==> src/rtl/pg_pkg.sv <==
package pg_pkg;
  typedef enum logic [1:0] {
    PG_RUN  = 2'd0,
    PG_STBY = 2'd1,
    PG_WAKE = 2'd2
  } pg_state_e;
endpackage

==> src/rtl/pg_group_or.sv <==
module pg_group_or #(
  parameter int ROWS     = 52,
  parameter int GRP_ROWS = 2,
  parameter int GROUPS   = (ROWS + GRP_ROWS - 1) / GRP_ROWS
) (
  input  logic [ROWS-1:0]   rows,
  output logic [GROUPS-1:0] grp
);
  for (genvar g = 0; g < GROUPS; g++) begin : g_grp
    logic acc;
    always_comb begin
      acc = 1'b0;
      for (int r = 0; r < GRP_ROWS; r++) begin
        if (g * GRP_ROWS + r < ROWS) acc = acc | rows[g * GRP_ROWS + r];
      end
    end
    assign grp[g] = acc;
  end
endmodule

==> src/rtl/pg_popcnt.sv <==
module pg_popcnt #(
  parameter int N = 26,
  parameter int W = $clog2(N + 1)
) (
  input  logic [N-1:0] vec,
  output logic [W-1:0] cnt
);
  always_comb begin
    cnt = '0;
    for (int i = 0; i < N; i++) cnt = cnt + W'(vec[i]);
  end
endmodule

==> src/rtl/pg_settle_timer.sv <==
module pg_settle_timer #(
  parameter int W = 4
) (
  input  logic         clk,
  input  logic         rst,
  input  logic         load,
  input  logic [W-1:0] load_val,
  input  logic         run,
  output logic         done
);
  logic [W-1:0] cnt;

  always_ff @(posedge clk) begin
    if (rst)                   cnt <= '0;
    else if (load)             cnt <= load_val;
    else if (run && cnt != '0) cnt <= cnt - 1'b1;
  end

  assign done = (cnt == '0);
endmodule

==> src/rtl/pg_rowgate_ctrl.sv <==
module pg_rowgate_ctrl #(
  parameter int ROWS     = 52,
  parameter int GRP_ROWS = 2,
  parameter int SETTLE_W = 4,
  localparam int GROUPS  = (ROWS + GRP_ROWS - 1) / GRP_ROWS,
  localparam int CNT_W   = $clog2(GROUPS + 1)
) (
  input  logic                clk,
  input  logic                rst,
  input  logic [ROWS-1:0]     used_rows,
  input  logic                access_busy,
  input  logic                sleep_req,
  input  logic                wake_evt,
  input  logic [SETTLE_W-1:0] settle_cycles,
  output logic [GROUPS-1:0]   footer_en,
  output logic                periph_en,
  output logic                mem_ready,
  output logic [CNT_W-1:0]    footer_on_cnt
);
  import pg_pkg::*;

  pg_state_e st;
  logic pend;
  logic [GROUPS-1:0] grp_used, footer_nxt;
  logic [CNT_W-1:0]  cnt_nxt;
  logic go_sleep, go_wake, tmr_done, wake_done;

  pg_group_or #(.ROWS(ROWS), .GRP_ROWS(GRP_ROWS), .GROUPS(GROUPS)) u_grp (
    .rows(used_rows), .grp(grp_used)
  );

  assign go_sleep  = (st == PG_RUN) && (sleep_req || pend) && !access_busy;
  assign go_wake   = (st == PG_STBY) && wake_evt;
  assign wake_done = (st == PG_WAKE) && tmr_done;

  pg_settle_timer #(.W(SETTLE_W)) u_tmr (
    .clk(clk), .rst(rst), .load(go_wake), .load_val(settle_cycles),
    .run(st == PG_WAKE), .done(tmr_done)
  );

  always_comb begin
    footer_nxt = footer_en;
    if (go_sleep)     footer_nxt = grp_used;
    else if (go_wake) footer_nxt = '1;
  end

  pg_popcnt #(.N(GROUPS), .W(CNT_W)) u_cnt (.vec(footer_nxt), .cnt(cnt_nxt));

  always_ff @(posedge clk) begin
    if (rst) begin
      st            <= PG_RUN;
      pend          <= 1'b0;
      footer_en     <= '1;
      periph_en     <= 1'b1;
      mem_ready     <= 1'b1;
      footer_on_cnt <= CNT_W'(GROUPS);
    end else begin
      footer_en     <= footer_nxt;
      footer_on_cnt <= cnt_nxt;
      if (st == PG_RUN) pend <= go_sleep ? 1'b0 : (pend | sleep_req);
      else              pend <= 1'b0;
      if (go_sleep) begin
        st        <= PG_STBY;
        periph_en <= 1'b0;
        mem_ready <= 1'b0;
      end else if (go_wake) begin
        st        <= PG_WAKE;
        periph_en <= 1'b1;
      end else if (wake_done) begin
        st        <= PG_RUN;
        mem_ready <= 1'b1;
      end
    end
  end

  p_periph_off_r3: assert property (@(posedge clk) disable iff (rst)
    (st == PG_STBY) |-> (!periph_en && !mem_ready));

  p_hold_mask_r4: assert property (@(posedge clk) disable iff (rst)
    (st == PG_STBY && !wake_evt) |=> $stable(footer_en));

  p_defer_busy_r5: assert property (@(posedge clk) disable iff (rst)
    (st == PG_RUN && access_busy) |=> (st == PG_RUN && mem_ready));

  p_wake_on_r6: assert property (@(posedge clk) disable iff (rst)
    (st == PG_STBY && wake_evt) |=> ((&footer_en) && periph_en && !mem_ready));

  p_ready_powered_r7: assert property (@(posedge clk) disable iff (rst)
    mem_ready |-> ((&footer_en) && periph_en));

  p_count_match_r8: assert property (@(posedge clk) disable iff (rst)
    footer_on_cnt == CNT_W'($countones(footer_en)));

  p_no_wake_run_r9: assert property (@(posedge clk) disable iff (rst)
    (st == PG_RUN && !go_sleep) |=> (st == PG_RUN));
endmodule

==> config.mk <==
export PLATFORM = sky130hd
export DESIGN_NAME = pg_rowgate_ctrl
export DESIGN_NICKNAME = d
export VERILOG_FILES = /design/src/rtl/pg_pkg.sv /design/src/rtl/pg_group_or.sv /design/src/rtl/pg_popcnt.sv /design/src/rtl/pg_settle_timer.sv /design/src/rtl/pg_rowgate_ctrl.sv
export SDC_FILE = /design/constraint.sdc
export NUM_CORES = 1
export LEC_CHECK = 0
export CAP_MARGIN = 20
export CORE_AREA = 2 2 84 86
export CTS_CLUSTER_DIAMETER = 60
export CTS_CLUSTER_SIZE = 20
export DETAILED_ROUTE_END_ITERATION = 8
export DIE_AREA = 0 0 86 88
export GPL_TIMING_DRIVEN = 0
export PLACE_DENSITY = 0.83
export SLEW_MARGIN = 10
export SYNTH_ARGS = -nofsm -noshare
export SYNTH_HDL_FRONTEND = slang
export SYNTH_HIERARCHICAL = 1
export SYNTH_SLANG_ARGS = --single-unit
==> constraint.sdc <==
create_clock -name clk -period 23.5 [get_ports clk]
set_input_delay 7.05 -clock clk [delete_from_list [all_inputs] [get_ports clk]]
set_output_delay 7.05 -clock clk [all_outputs]
set_load 0.01 [all_outputs]
### Word-level counts from Yosys, hierarchy flattened

Cells that the tools add are included.

| storage, ports and cells | value |
|---|---|
| register bits | 40 |
| input port bits | 61 |
| output and inout bits | 33 |

| operators by class | value |
|---|---|
| add/sub/neg operators | 26 |
| equality and inequality tests | 3 |
| muxes and demuxes | 12 |
| bitwise operators | 28 |
| reductions and logical operators | 18 |

Operators by type and width:

| kind | number |
|---|---|
| $add A5 B1 Y5 | 24 |
| $mux W26 | 2 |
| $or A1 B1 Y1 | 27 |
| $mux W4 | 2 |
| $reduce_bool A2 Y1 | 4 |
| $mux W1 | 6 |
| $logic_and A1 B1 Y1 | 5 |
| $logic_not A4 Y1 | 1 |
| $mux W2 | 2 |
| $reduce_bool A4 Y1 | 1 |
| $sub A4 B1 Y4 const B | 1 |
| $reduce_bool A3 Y1 | 1 |
| $reduce_or A3 Y1 | 1 |
| $add A1 B1 Y2 | 1 |
| $eq A2 B1 Y1 const B | 1 |
| $eq A2 B2 Y1 const B | 1 |
| $logic_not A2 Y1 | 1 |
| $ne A2 B2 Y1 const B | 1 |
| $reduce_and A2 Y1 | 1 |
| $reduce_or A2 Y1 | 1 |
| $logic_not A1 Y1 | 1 |
| $logic_or A1 B1 Y1 | 1 |
| $not A1 Y1 | 1 |

### Depth between registers and ports, before layout

| logic depth | value |
|---|---|
| word-level depth | 29 |
| mapped depth | 21 |
| depth with buffers taken out | 19 |

### Hierarchy

The synthesis kept the hierarchy.

By module, submodules not included:

| module | instances | cells each | area each (µm²) | sequential area each (µm²) |
|---|---|---|---|---|
| pg_rowgate_ctrl | 1 | 212 | 2167.1 | 720.7 |
| pg_popcnt | 1 | 61 | 629.4 | 0.0 |
| pg_group_or | 1 | 52 | 357.8 | 0.0 |
| pg_settle_timer | 1 | 29 | 262.8 | 80.1 |

### Worst setup path after synthesis

No wires, ideal clock.

| path | value |
|---|---|
| kind | input to register |
| start | in used_rows[1] |
| end | reg footer_on_cnt[4] |
| setup time | 123 ps |
| arrival | 12112 ps |
| required time | 23377 ps |
| path slack | 11265 ps |
| stages | 18 |
| path buffers | 1 |
| cell sequence | or2_1 > buf_4 > nor4_1 > nor3_1 > fa_1 > inv_1 > fa_1 > fa_1 > fa_1 > fa_1 > fa_1 > inv_1 > ha_1 > fa_1 > a21o_1 > a21oi_2 > xnor2_1 > or2_2 |

| between the ends | value |
|---|---|
| cells in the longest elaborated chain, start to end | 27 |

RTL lines:

| what | line | text |
|---|---|---|
| start, declared | pg_rowgate_ctrl.sv:10 | `input logic [ROWS-1:0] used_rows,` |
| $or A1 B1 Y1 | pg_group_or.sv:14 | `if (g * GRP_ROWS + r < ROWS) acc = acc \| rows[g * GRP_ROWS + r];` |
| net grp_used[0] | pg_rowgate_ctrl.sv:24 | `logic [GROUPS-1:0] grp_used, footer_nxt;` |
| $mux W26 | pg_rowgate_ctrl.sv:43 | `if (go_sleep) footer_nxt = grp_used;` |
| net footer_nxt[0] | pg_rowgate_ctrl.sv:24 |  |
| $add A1 B1 Y2 | pg_popcnt.sv:10 | `for (int i = 0; i < N; i++) cnt = cnt + W'(vec[i]);` |
| $add A5 B1 Y5 (24 in a row) | pg_popcnt.sv:10 |  |
| net cnt_nxt[4] | pg_rowgate_ctrl.sv:25 | `logic [CNT_W-1:0] cnt_nxt;` |
| end signal, assigned | pg_rowgate_ctrl.sv:56 | `footer_on_cnt <= CNT_W'(GROUPS);` |
| end signal, assigned | pg_rowgate_ctrl.sv:59 | `footer_on_cnt <= cnt_nxt;` |
| end, declared | pg_rowgate_ctrl.sv:18 | `output logic [CNT_W-1:0] footer_on_cnt` |

The timed path passes the listed nets, and every way through them passes these cells.
A chain may end at the register's enable or synchronous reset.

### Worst setup path in the final report

| path | value |
|---|---|
| start | in access_busy |
| end | reg footer_on_cnt[4] |

| between the ends | value |
|---|---|
| elaborated cells on any way between the ends | 28 |
| classes of those cells | 25 x add/sub; 1 x mux; 2 x reduce/logical |

RTL lines:

| what | line | text |
|---|---|---|
| start, declared | pg_rowgate_ctrl.sv:11 | `input logic access_busy,` |
| $logic_not A1 Y1 | pg_rowgate_ctrl.sv:32 | `assign go_sleep = (st == PG_RUN) && (sleep_req \|\| pend) && !access_busy;` |
| $logic_and A1 B1 Y1 | pg_rowgate_ctrl.sv:32 |  |
| $mux W26 | pg_rowgate_ctrl.sv:43 |  |
| net footer_nxt[13] | pg_rowgate_ctrl.sv:24 |  |
| $add A5 B1 Y5 (13 in a row) | pg_popcnt.sv:10 |  |
| net cnt_nxt[4] | pg_rowgate_ctrl.sv:25 |  |

The timed path passes the listed nets, and every way through them passes these cells.

==> flow_metrics.tcl <==
set metrics [dict create \
    vias_per_cell 5.43 \
    clock_path_buffers 2 \
    path_common_cell "fa_1" \
    cap_viol_max_count 0 \
    numCtsBuffers 5 \
    synth-simple-area-share_pct 27.3 \
    core.rowCount 30 \
    cp-end-kind "flip-flop" \
    relSlewSlack_pct 57.0 \
    synth_flop_cell "dfxtp_1" \
    grt_pass1_vias 2934 \
    timing.final.crit_period_ns 12.75 \
    synth_seq_cells 40 \
    power_frac_seq_pct 26.6 \
    required_ns 23.69 \
    synth_fa_ha_area_share_pct 14.2 \
    antennaDiodeCount 0 \
    finClkSkew_ns 0.00235 \
    path_cells "clkdlybuf4s50_1 -> buf_2 -> buf_2 -> nor4_4 -> nor3_1 -> fa_1 -> fa_1 -> inv_1 -> fa_1 -> fa_1 -> fa_1 -> fa_1 -> inv_1 -> ha_1 -> fa_1 -> a21o_1 -> a21oi_2 -> xnor2_1 -> or2_2" \
    nNetsFinal 543 \
    ys_seq_area_share_pct 23.4 \
    grt_use_total_pct 22.1 \
    die_height_um 88 \
    fillCellCount 527 \
    tritoncts "done" \
    synth_mux_area_share_pct 0.293 \
    fmax_mhz 78.4 \
    clock-sinks 40 \
    worst_pin_slew_ns 0.644 \
    setup_viol 0 \
    crit_path_start_kind "primary input" \
    power_switching_share_pct 36.7 \
    synthCells 354 \
    synth_edf_count 0 \
    hpwl_mm 6.24 \
    ys_types 46 \
    coreArea_um2 6640 \
    gp_congestion 0.856 \
    startpoint "access_busy" \
    finalNonFillerCells 535 \
    ctsRootBufferMaster "clkbuf_8" \
    synthXorXnorAreaFrac_pct 0.769 \
    async_flop_share_pct 0 \
    min_from "periph_en$_SDFFE_PP1P_" \
    drc 0 \
    rsz0062_at_grt "false" \
    synth_nets 443 \
    worstHoldPathType "reg2reg" \
    crit_fanout 10 \
    grt_pass1_wl_mm 13.4 \
    clock_latency_ns 0.30 \
    p_int_w 0.000187 \
    netlist_area_um2 3420 \
    antenna_found_initial 0 \
    synth.avg_cell_area_um2 9.65 \
    tns_ns 0 \
    yosysWarningCount 6 \
    finalCritPeriodShare_pct 54.2 \
    port_buffers 93 \
    power.switching_w 0.000108 \
    placed_cells 527 \
    post_cts_buffers 0 \
    synth_compound_area_share_pct 19.1 \
    drtIter0Drc 125 \
    clkTransAtPathRegs_ns 0.08 \
    die_x_um 86 \
    num_io_pins 94 \
    grt_max_degree 15 \
    area_growth_pct 32.9 \
    grt_overflow_total 0 \
    power.density_nw_per_um2 65.0 \
    final_cell_mix "clkdlybuf4s50_1 (93), dfxtp_1 (40), inv_1 (32)" \
    vias 2904 \
    start_util_pct 51.4 \
    rr_startpoint "pend$_SDFF_PP0_" \
    arrival_ns 12.94 \
    postCtsResizedCells 0 \
    final_max_slew_viol_count 0 \
    clockPowerShare_pct 16.9 \
    status "finished, final reports clean" \
    synth_top_family_by_area "simple AND/OR/NAND/NOR gates" \
    critical_path_class "in2reg" \
    htreeDepth 2 \
    peakVddDrop_mv 0.106 \
    comb_power_share_pct 56.5 \
    leakagePower_nw 1.75 \
    drive_above_1_share_pct 22.9 \
    slowest_stage "fa_1" \
    dieArea_um2 7570 \
    routed_wl_mm 8.27 \
    firstDrtPassIters 4 \
    max_stage_delay_ns 0.55 \
    power.total_w 0.000295 \
    final_common_cell "clkdlybuf4s50_1" \
    cts_hold_buffers 0 \
    ant_nets 0 \
    hold_viol 0 \
    wl_per_cell_um 15.5 \
]
power groups by stage:
stage | Clock [W] | Combinational, W | Sequential [W]
2_1_floorplan | 0 | 0.000115 | 0.0000823
6_report | 0.0000499 | 0.000167 | 0.0000787
3_3_place_gp | 0 | 0.000160 | 0.0000800
4_1_cts | 0.0000504 | 0.000168 | 0.0000787
3_5_place_dp | 0 | 0.000164 | 0.0000800
5_1_grt | 0.0000538 | 0.000186 | 0.0000794
worst max-delay path: cells and delay by family:
kind                     cells  cell delay [ns]
buffers and inverters        5             1.15
AO/OA/AOI/OAI                2             0.36
XOR/XNOR                     1             0.07
adder cells (fa/ha/maj)      8             3.62
AND/OR/NAND/NOR              3             0.70
path summary, 6_finish.rpt:
path | end | slack (ns) | cells past startpoint
setup / recovery | footer_on_cnt[4]$_SDFF_PP1_ | 10.75 | 19
hold / removal | periph_en$_SDFFE_PP1P_ | 0.52 | 2
setup reg to reg | footer_on_cnt[4]$_SDFF_PP1_ | 17.68 | 18
hold reg to reg | periph_en$_SDFFE_PP1P_ | 0.52 | 2
cell families after synthesis:
| group | count (synthesis) |
|---|---|
| xor gates and xnor gates | 3 |
| adders and majority gates | 28 |
| DFF | 40 |
| muxes | 1 |
| buffers and inverters | 81 |
| and+or+nand+nor | 132 |
| AOI/OAI and AO/OA | 69 |
cells in the mapped netlist, drive strengths merged, types with 2 or more instances:
| cell | number | area share (%) |
|---|---|---|
| a21oi | 4 | 0.70 |
| xnor2 | 2 | 0.51 |
| o31ai | 26 | 6.3 |
| nor4b | 2 | 0.88 |
| nor4 | 26 | 8.6 |
| nor2 | 8 | 1.1 |
| or2 | 30 | 5.5 |
| buf | 43 | 11 |
| dfxtp | 40 | 23 |
| ha | 10 | 3.7 |
| nand2 | 3 | 0.33 |
| clkbuf | 5 | 0.55 |
| a211oi | 27 | 8.9 |
| o21ai | 3 | 0.44 |
| fa | 18 | 11 |
| nor3 | 28 | 4.2 |
| nor2b | 28 | 5.1 |
| a21o | 3 | 0.66 |
| a311oi | 2 | 0.51 |
| inv | 33 | 3.6 |
layer usage:
| layer | track usage [%] | wire (µm) | vias up | share of wire [%] |
|---|---|---|---|---|
| met4 | 5.48 | 111 | 0 | 1.3 |
| met3 | 3.77 | 380 | 13 | 4.6 |
| li1 | - | - | 1428 | - |
| met1 | 27.4 | 3600 | 1381 | 44 |
| met5 | 0 | 0 | - | 0 |
| met2 | 39.9 | 4180 | 82 | 51 |
through the flow:
stage	utilization (%)	setup slack, ns	hold WS (ns)	area (µm²)
detailed placement	66.9	10.50	0.509	4450
finish	68.3	10.75	0.516	4540
CTS	68.3	10.77	0.523	4540
floorplan	-	11.27	0.484	3420
global placement	66.9	10.53	0.506	4450
global route	68.3	10.57	0.538	4540
layout make-up:
cell class	instances	area (µm²)	area share, %
clock inverter	2	10.0	0.220
sequential	40	801	17.6
timing repair buffer	93	931	20.5
multi-input combinational	233	2110	46.4
clock buffer	6	82.6	1.82
inverter	33	124	2.73
tap	80	100	2.20
buffer	48	385	8.49
state kept, by name (all words and copies together), names as in the netlist:
signal         flops
u_tmr/cnt          4
periph_en          1
st                 2
footer_on_cnt      5
footer_en         26
pend               1
mem_ready          1
Power figures use the tool's default switching activity.
